`src/rtl/flash_erase_seq.sv`:
```
module flash_erase_seq #(
  parameter int NBLK    = 8,
  parameter int WORDS   = 4,
  parameter int DW      = 16,
  parameter int CW      = 16,
  parameter int D_X     = 3,
  parameter int D_Y     = 2,
  parameter int D_Z     = 6,
  parameter int D_A     = 2,
  parameter int D_B     = 2,
  parameter int D_G     = 3,
  parameter int D_E     = 2,
  parameter int D_H     = 3,
  parameter int MAX_TRY = 3,
  localparam int BW = $clog2(NBLK),
  localparam int OW = $clog2(WORDS)
) (
  input  logic            clk,
  input  logic            rst_n,
  input  logic            start,
  input  logic [NBLK-1:0] blk_sel,
  output logic            busy,
  output logic            done,
  output logic            fail,
  output logic            rej,
  output logic            fl_swe,
  output logic            fl_esu,
  output logic            fl_erase,
  output logic            fl_ev,
  output logic [NBLK-1:0] fl_blk,
  output logic            wdt_en,
  output logic [BW+OW-1:0] fl_addr,
  output logic            fl_wr,
  output logic [DW-1:0]   fl_wdata,
  output logic            fl_rd,
  input  logic [DW-1:0]   fl_rdata
);
  localparam int NW = $clog2(MAX_TRY + 1);

  typedef enum logic [3:0] {
    IDLE, S_X, S_Y, S_Z, S_A, S_B, S_G, S_WR, S_E, S_RD, S_H, S_Q
  } st_t;

  st_t             st;
  logic [CW-1:0]   cnt;
  logic [NW-1:0]   n;
  logic [OW-1:0]   offs;
  logic [BW-1:0]   bidx;
  logic [NBLK-1:0] mask;

  wire tick   = (cnt == '0);
  wire req_ok = ($countones(blk_sel) == 1);

  function automatic logic [BW-1:0] enc(input logic [NBLK-1:0] m);
    enc = '0;
    for (int i = 0; i < NBLK; i++) if (m[i]) enc = BW'(i);
  endfunction

  always_ff @(posedge clk or negedge rst_n) begin
    if (!rst_n) begin
      st <= IDLE; cnt <= '0; n <= '0; offs <= '0;
      bidx <= '0; mask <= '0; done <= 1'b0; fail <= 1'b0; rej <= 1'b0;
    end else begin
      done <= 1'b0; fail <= 1'b0; rej <= 1'b0;
      if (!tick) cnt <= cnt - 1'b1;
      case (st)
        IDLE: if (start) begin
          if (req_ok) begin
            st <= S_X; cnt <= CW'(D_X - 1); mask <= blk_sel;
            bidx <= enc(blk_sel); n <= NW'(1);
          end else rej <= 1'b1;
        end
        S_X: if (tick) begin st <= S_Y; cnt <= CW'(D_Y - 1); end
        S_Y: if (tick) begin st <= S_Z; cnt <= CW'(D_Z - 1); end
        S_Z: if (tick) begin st <= S_A; cnt <= CW'(D_A - 1); end
        S_A: if (tick) begin st <= S_B; cnt <= CW'(D_B - 1); end
        S_B: if (tick) begin st <= S_G; cnt <= CW'(D_G - 1); end
        S_G: if (tick) begin st <= S_WR; offs <= '0; end
        S_WR: begin st <= S_E; cnt <= CW'(D_E - 1); end
        S_E: if (tick) st <= S_RD;
        S_RD: begin
          if (&fl_rdata) begin
            if (&offs) begin st <= S_Q; cnt <= CW'(D_H - 1); end
            else begin offs <= offs + 1'b1; st <= S_WR; end
          end else begin st <= S_H; cnt <= CW'(D_H - 1); end
        end
        S_H: if (tick) begin
          if (n >= NW'(MAX_TRY)) begin st <= IDLE; fail <= 1'b1; end
          else begin n <= n + 1'b1; st <= S_Y; cnt <= CW'(D_Y - 1); end
        end
        S_Q: if (tick) begin st <= IDLE; done <= 1'b1; end
        default: st <= IDLE;
      endcase
    end
  end

  assign busy     = (st != IDLE);
  assign fl_swe   = (st != IDLE) && (st != S_Q);
  assign fl_esu   = (st == S_Y) || (st == S_Z) || (st == S_A);
  assign wdt_en   = fl_esu || (st == S_B);
  assign fl_erase = (st == S_Z);
  assign fl_ev    = (st == S_G) || (st == S_WR) || (st == S_E) || (st == S_RD);
  assign fl_blk   = (fl_swe && st != S_X) ? mask : '0;
  assign fl_wr    = (st == S_WR);
  assign fl_rd    = (st == S_RD);
  assign fl_addr  = {bidx, offs};
  assign fl_wdata = DW'(8'hFF);

  AST_REJ_NEXT: assert property (@(posedge clk) disable iff (!rst_n)
    (start && !busy && $countones(blk_sel) != 1) |=> (rej && !busy));
  AST_ACCEPT_SWE: assert property (@(posedge clk) disable iff (!rst_n)
    (start && !busy && $countones(blk_sel) == 1) |=> (busy && fl_swe && fl_blk == '0));
  AST_ERASE_NESTED: assert property (@(posedge clk) disable iff (!rst_n)
    fl_erase |-> (fl_esu && fl_swe && wdt_en));
  AST_EV_ALONE: assert property (@(posedge clk) disable iff (!rst_n)
    fl_ev |-> (!fl_esu && !wdt_en && fl_swe));
  AST_RD_IN_EV: assert property (@(posedge clk) disable iff (!rst_n)
    (fl_rd || fl_wr) |-> fl_ev);
  AST_END_EXCL: assert property (@(posedge clk) disable iff (!rst_n)
    !(done && fail));
  AST_END_IDLE: assert property (@(posedge clk) disable iff (!rst_n)
    (done || fail) |-> (!busy && !fl_swe && $past(busy)));
  AST_BLK_ONEHOT: assert property (@(posedge clk) disable iff (!rst_n)
    $onehot0(fl_blk));
  AST_BLK_STABLE: assert property (@(posedge clk) disable iff (!rst_n)
    (fl_blk != '0 && $past(fl_blk) != '0) |-> $stable(fl_blk));
endmodule

```
`config.mk`:
```
export PLATFORM = sky130hd
export DESIGN_NAME = flash_erase_seq
export DESIGN_NICKNAME = d
export VERILOG_FILES = /design/src/rtl/flash_erase_seq.sv
export SDC_FILE = /design/constraint.sdc
export NUM_CORES = 1
export LEC_CHECK = 0
export BUFFER_PORTS_ARGS = -buffer_cell sky130_fd_sc_hd__buf_2
export CAP_MARGIN = 5
export CORE_UTILIZATION = 40
export CTS_BUF_LIST = sky130_fd_sc_hd__clkbuf_2 sky130_fd_sc_hd__clkbuf_4 sky130_fd_sc_hd__clkbuf_8
export DETAILED_ROUTE_END_ITERATION = 8
export GPL_TIMING_DRIVEN = 0
export PLACE_DENSITY_LB_ADDON = 0.2
export SYNTH_ARGS = -nofsm -noshare
export SYNTH_HDL_FRONTEND = slang
export SYNTH_SLANG_ARGS = --single-unit
```
`constraint.sdc`:
```
create_clock -name clk -period 2.61 [get_ports clk]
set_input_delay 0.261 -clock clk [delete_from_list [all_inputs] [get_ports clk]]
set_output_delay 0.261 -clock clk [all_outputs]
set_load 0.005 [all_outputs]
```
==> summary.md, run 1 <==
| Metric | Value |
|---|---|
| DRC Markers | `0` |
| First-pass GRT wire length | `11000 µm` |
| Final wirelength | `6260 µm` |
| Share of layout cells above drive strength 1 | `0.350` |
| Final Power | `3830 µW` |
| Arr. time, crit path | `3540 ps` |
| Worst slew pin tran | `904 ps` |
| Worst-path clk slew | `80 ps` |
| Final worst path period need | `3380 ps` |
| H-tree depth | `2` |
| Worst R2R Path Depth | `12` |
| VDD IR max | `0.000553 V` |
| Maximum clock rate | `296 MHz` |
| GPL Wtd Cong | `0.873` |
| FF+latch count, synth | `38` |
| Tcrit/Tclk final | `1.29` |
| Die Area | `6880 µm²` |
| Failing checks | `setup timing` |
| Multi-input logic area | `1630 µm²` |
| Core ar. | `6350 µm²` |
| Commonest cells after routing, fill and taps aside | `buf_2, dfrtp_1, nor2_1` |
| Hold buffer count at CTS | `0` |
| Overflow after GRT | `0` |
| Max Cap Viol | `0` |
| Die W | `83.0 µm` |
| Routed len/inst | `13.6 µm` |
| Pleak | `0.00165 µW` |
| Worst-path maximum fanout | `4` |
| Root Driver | `clkbuf_8` |
| TritonRoute pass-1 iters | `4` |
| Worst R2R Setup Slack | `180 ps` |
| Drt via density | `5.25` |
| Final hold viol count | `0` |
| Yosys cell types | `53` |
| Clock tree from TritonCTS | `built` |
| Nets | `422` |
| Util after Layout | `0.552` |
| HP Class | `in -> async` |
| Main flop type after synthesis | `dfrtp_1` |
| Status | `finished, violations left` |
| Clock buffer depth | `2` |
| Clock Latency Late Sink | `290 ps` |
| Overall routing resource usage | `0.195` |
| Fill count | `564` |
| Critical path class | `in -> reg` |
| Pwr dens | `1090 nW/µm²` |
| Yosys warns | `0` |
| CP required | `2770 ps` |
| DRT antenna net count | `0` |
| Max-slew headroom | `0.392` |
| Setup TNS Final | `-23280 ps` |
| PnR worst setup slack | `-766 ps` |
| DP HPWL | `4460 µm` |
| Register area share after synthesis | `0.363` |
| Commonest non-fill, non-tap cell in the layout | `buf_2` |
| Vias | `2413` |
| Register Area | `951 µm²` |
| Mapped Avg Cell Area | `8.83 µm²` |
| Vias in the first global route | `2383` |
| I/O Buffers | `50` |
| Site Rows | `29` |
| Reg2Reg Capture Point | `cnt[0]` |
| Final Skew | `9.21 ps` |
| Initial antenna violation count | `0` |
| Num CTS Buffers | `5` |
| Top Ports | `67` |
| Largest net degree at the start of global routing | `39` |
| RR Startpoint | `cnt[0]` |
| Design area | `3500 µm²` |
| Die H | `83.0 µm` |
| Initial DRC count | `116` |
| Syn Std Cell Area | `2620 µm²` |
| Max Slew Vio Count | `0` |
| Number of flops mapped to enable cells by yosys | `0` |
| Sink Count | `38` |
| Antenna cell count | `0` |
| Initial Util | `0.413` |
| Post-Syn Instances | `297` |
| Critical Path End Type | `register` |
| DP Area | `3050 µm²` |
| Area grow syn2layout | `33.7%` |
| Final setup vio count | `34` |
| Async S/R FF share, synth | `1.00` |
| RSZ-0062 raised after global routing | `true` |
| CP Launch Type | `input port` |
## timing repair
item | CTS | global route
endpoints found under the setup margin | 34 | 34
gates resized for setup | 48 | 9
hold endpoints to repair | 0 | 0
pin swaps | 13 | 8
buffers inserted | 15 | 3
## critical path, cell delays in order
cell	delay [ps]
buf_8	80
inv_8	30
fa_1	550
fa_1	430
fa_1	440
inv_1	70
ha_2	180
inv_2	40
fa_2	540
nand4_1	120
o21a_4	250
nor4_4	310
buf_4	180
a221oi_2	50
## power by group
group / total (µW) / internal [µW] / switching [µW]
logic: 2330 / 1080 / 1250
registers: 983 / 801 / 182
clock network: 516 / 306 / 210
total: 3830 / 2180 / 1640
## layout make-up
class,instances,area share
inverters,24,0.0286
repair buffers,65,0.122
well taps,77,0.0275
multi-input cells,222,0.464
plain buffers,27,0.0543
clock inverters,1,0.00857
clock buffers,6,0.0236
flip-flops and latches,38,0.271
## sequential cells by signal, summed over array words and instances, names as in the netlist
signal  cells
fail        1
done        1
mask        8
st          4
bidx        3
cnt        16
offs        2
n           2
rej         1
## per-layer routing
| metal | vias up | track usage | routed length [µm] |
|---|---|---|---|
| met4 | 0 | 0.0408 | 59 |
| met3 | 8 | 0.0338 | 191 |
| met2 | 44 | 0.327 | 3150 |
| met1 | 1175 | 0.264 | 2860 |
| li1 | 1186 | - | - |
| met5 | - | 0 | 0 |
## cell usage after synthesis, drive strengths merged, types with 3 or more instances
cell	count	area (µm²)
fa	4	80.1
buf	27	183
a21oi	13	65.1
o21ai	10	50.1
nor2b	13	81.3
o21a	3	22.5
o22ai	3	18.8
nand2	15	56.3
nor2	37	139
nor3	10	60.1
mux2	8	90.1
inv	23	88.8
o211ai	3	22.5
xnor2	3	26.3
dfrtp	38	951
nand3	13	65.1
ha	8	100
xor2	8	70.1
nand4	7	43.8
a31oi	4	25.0
a211oi	3	22.5
nor4	10	90.1
## stage by stage
step | instances | setup WS, ps | hold slack [ps]
after global placement | 438 | -1200 | 437
final | 460 | -766 | 87.5
after detailed placement | 438 | -1220 | 448
after global routing | 460 | -874 | 169
after floorplan | 311 | -792 | -34.6
after CTS | 459 | -767 | 127
## logic make-up (layout without fill, tap and decap cells)
group / after synthesis / after routing / share of synthesized area
compound gates: 55 / 55 / 0.140
simple gates: 118 / 118 / 0.242
buf+inv: 51 / 123 / 0.105
other cells: 2 / 16 / 0.00287
fa+ha+maj: 12 / 12 / 0.0687
flops: 38 / 38 / 0.363
mux: 10 / 10 / 0.0420
xor+xnor: 11 / 11 / 0.0368
## worst max-delay path by stage
stage | start | end | slack [ps] | cells after the start
2_1_floorplan | blk_sel[0] | cnt[10] | -790 | 13
3_3_place_gp | blk_sel[0] | cnt[10] | -1200 | 14
3_5_place_dp | blk_sel[0] | cnt[12] | -1220 | 15
4_1_cts | blk_sel[0] | mask[0] | -770 | 15
5_1_grt | blk_sel[0] | cnt[2] | -870 | 14
6_report | blk_sel[0] | cnt[2] | -770 | 14
Power figures use the tool's default switching activity.
==> inputs of run 2 (changes only) <==
- CELL_PAD_IN_SITES_DETAIL_PLACEMENT: default -> 1
- CELL_PAD_IN_SITES_GLOBAL_PLACEMENT: default -> 2
- CORE_UTILIZATION: 40 -> 32
==> summary.md, run 2 (synthesis results as in run 1) <==
| Metric | Value |
|---|---|
| Status | `finished, violations left` |
| Failing checks | `setup timing` |
| Drt via density | `5.07` |
| DRT antenna net count | `0` |
| Pleak | `0.00157 µW` |
| Critical Path End Type | `register` |
| Antenna cell count | `0` |
| Initial DRC count | `93` |
| I/O Buffers | `50` |
| Vias | `2444` |
| Commonest non-fill, non-tap cell in the layout | `buf_2` |
| Worst-path maximum fanout | `5` |
| GPL Wtd Cong | `0.796` |
| Area grow syn2layout | `29.1%` |
| Clock Latency Late Sink | `290 ps` |
| Final wirelength | `7500 µm` |
| VDD IR max | `0.000319 V` |
| Core ar. | `7810 µm²` |
| RSZ-0062 raised after global routing | `true` |
| Arr. time, crit path | `3510 ps` |
| Max Slew Vio Count | `0` |
| Num CTS Buffers | `5` |
| Final worst path period need | `3330 ps` |
| Final setup vio count | `34` |
| Overall routing resource usage | `0.188` |
| Max-slew headroom | `0.354` |
| Sink Count | `38` |
| Initial antenna violation count | `0` |
| Pwr dens | `1110 nW/µm²` |
| Die Area | `8560 µm²` |
| TritonRoute pass-1 iters | `4` |
| Final hold viol count | `0` |
| Initial Util | `0.336` |
| Largest net degree at the start of global routing | `39` |
| Clock tree from TritonCTS | `built` |
| Final Power | `3750 µW` |
| Max Cap Viol | `0` |
| PnR worst setup slack | `-716 ps` |
| Routed len/inst | `15.6 µm` |
| Largest register FFs | `16` |
| Util after Layout | `0.433` |
| Root Driver | `clkbuf_8` |
| DP HPWL | `5280 µm` |
| First-pass GRT wire length | `12700 µm` |
| Commonest cells after routing, fill and taps aside | `buf_2, dfrtp_1, nor2_1` |
| Die H | `92.5 µm` |
| Site Rows | `32` |
| Top Ports | `67` |
| Share of layout cells above drive strength 1 | `0.347` |
| Largest Register | `cnt` |
| Overflow after GRT | `0` |
| Tcrit/Tclk final | `1.27` |
| Design area | `3380 µm²` |
| Clock buffer depth | `2` |
| DP Area | `3080 µm²` |
| H-tree depth | `2` |
| Worst slew pin tran | `959 ps` |
| HP Class | `in -> async` |
| Critical path class | `in -> reg` |
| Final Skew | `8.79 ps` |
| Fill count | `970` |
| CP required | `2790 ps` |
| Nets | `419` |
| Die W | `92.5 µm` |
| CP Launch Type | `input port` |
| Worst-path clk slew | `80 ps` |
| Biggest regs | `cnt x16, mask x8, st x4` |
| Vias in the first global route | `2601` |
| DRC Markers | `0` |
| Maximum clock rate | `301 MHz` |
## run 2: cell types whose count changed in the layout (fill, tap and decap cells not counted), sizes merged
cell | before | now
buf | 92 | 89
bufinv | 1 | 0
clkinvlp | 0 | 1
## run 2: layout make-up
class,instances,area (µm²),share of cell area
Buffer,27,190,0.0562
Inverter,24,100,0.0296
Sequential cell,38,951,0.281
Clock buffer,6,76.3,0.0226
Multi-Input combinational cell,222,1570,0.463
Timing Repair Buffer,62,364,0.108
Tap cell,102,128,0.0377
Clock inverter,1,7.51,0.00222
## run 2: stage by stage
stage	hold WS, ps	std cells	setup WS (ps)	TNS (ps)
floorplan	-34.6	311	-792	-22690
global placement	436	463	-1250	-36490
detailed placement	445	463	-1260	-36870
CTS	123	480	-807	-23440
global route	170	482	-842	-26150
finish	93.4	482	-716	-21710
## run 2: what timing repair did
action	in CTS	in global routing
setup buffers	9	2
resized for setup	20	15
hold buffers	0	0
cloned	1	0
setup endpoints to repair	34	34
pin swaps	14	4
## run 2: worst paths after layout
kind,from,endpoint,slack (ps),depth (start not counted)
max,blk_sel[0],cnt[4],-720,15
min,rst_n,cnt[15],90,1
max reg2reg,cnt[0],cnt[0],170,12
min reg2reg,n[0],n[0],480,1
max in group asynchronous,rst_n,mask[7],1960,1
min in group clk,blk_sel[1],mask[1],220,2
## run 2: per-layer routing
| layer | up-vias | GRT usage | wire, µm |
|---|---|---|---|
| met2 | 44 | 0.330 | 3830 |
| met3 | 12 | 0.0304 | 236 |
| li1 | 1171 | - | - |
| met1 | 1217 | 0.237 | 3330 |
| met4 | 0 | 0.0534 | 103 |
| met5 | - | 0 | 0 |
## run 2: power by group
part	switching, µW	total [µW]	internal [µW]	leakage, µW
Sequential	177	978	801	0.000493
Combinational	1340	2360	1020	0.00104
Clock	216	410	194	0.0000407
## run 2: worst max-delay path: stages
cell and delay (ps):
buf_8 90, inv_8 30, fa_1 540, fa_1 420, fa_1 460, inv_2 80
ha_4 130, inv_2 30, fa_2 530, nand4_1 130, o21a_4 250, nor4_4 180
buf_4 190, buf_6 130, nor2_1 50
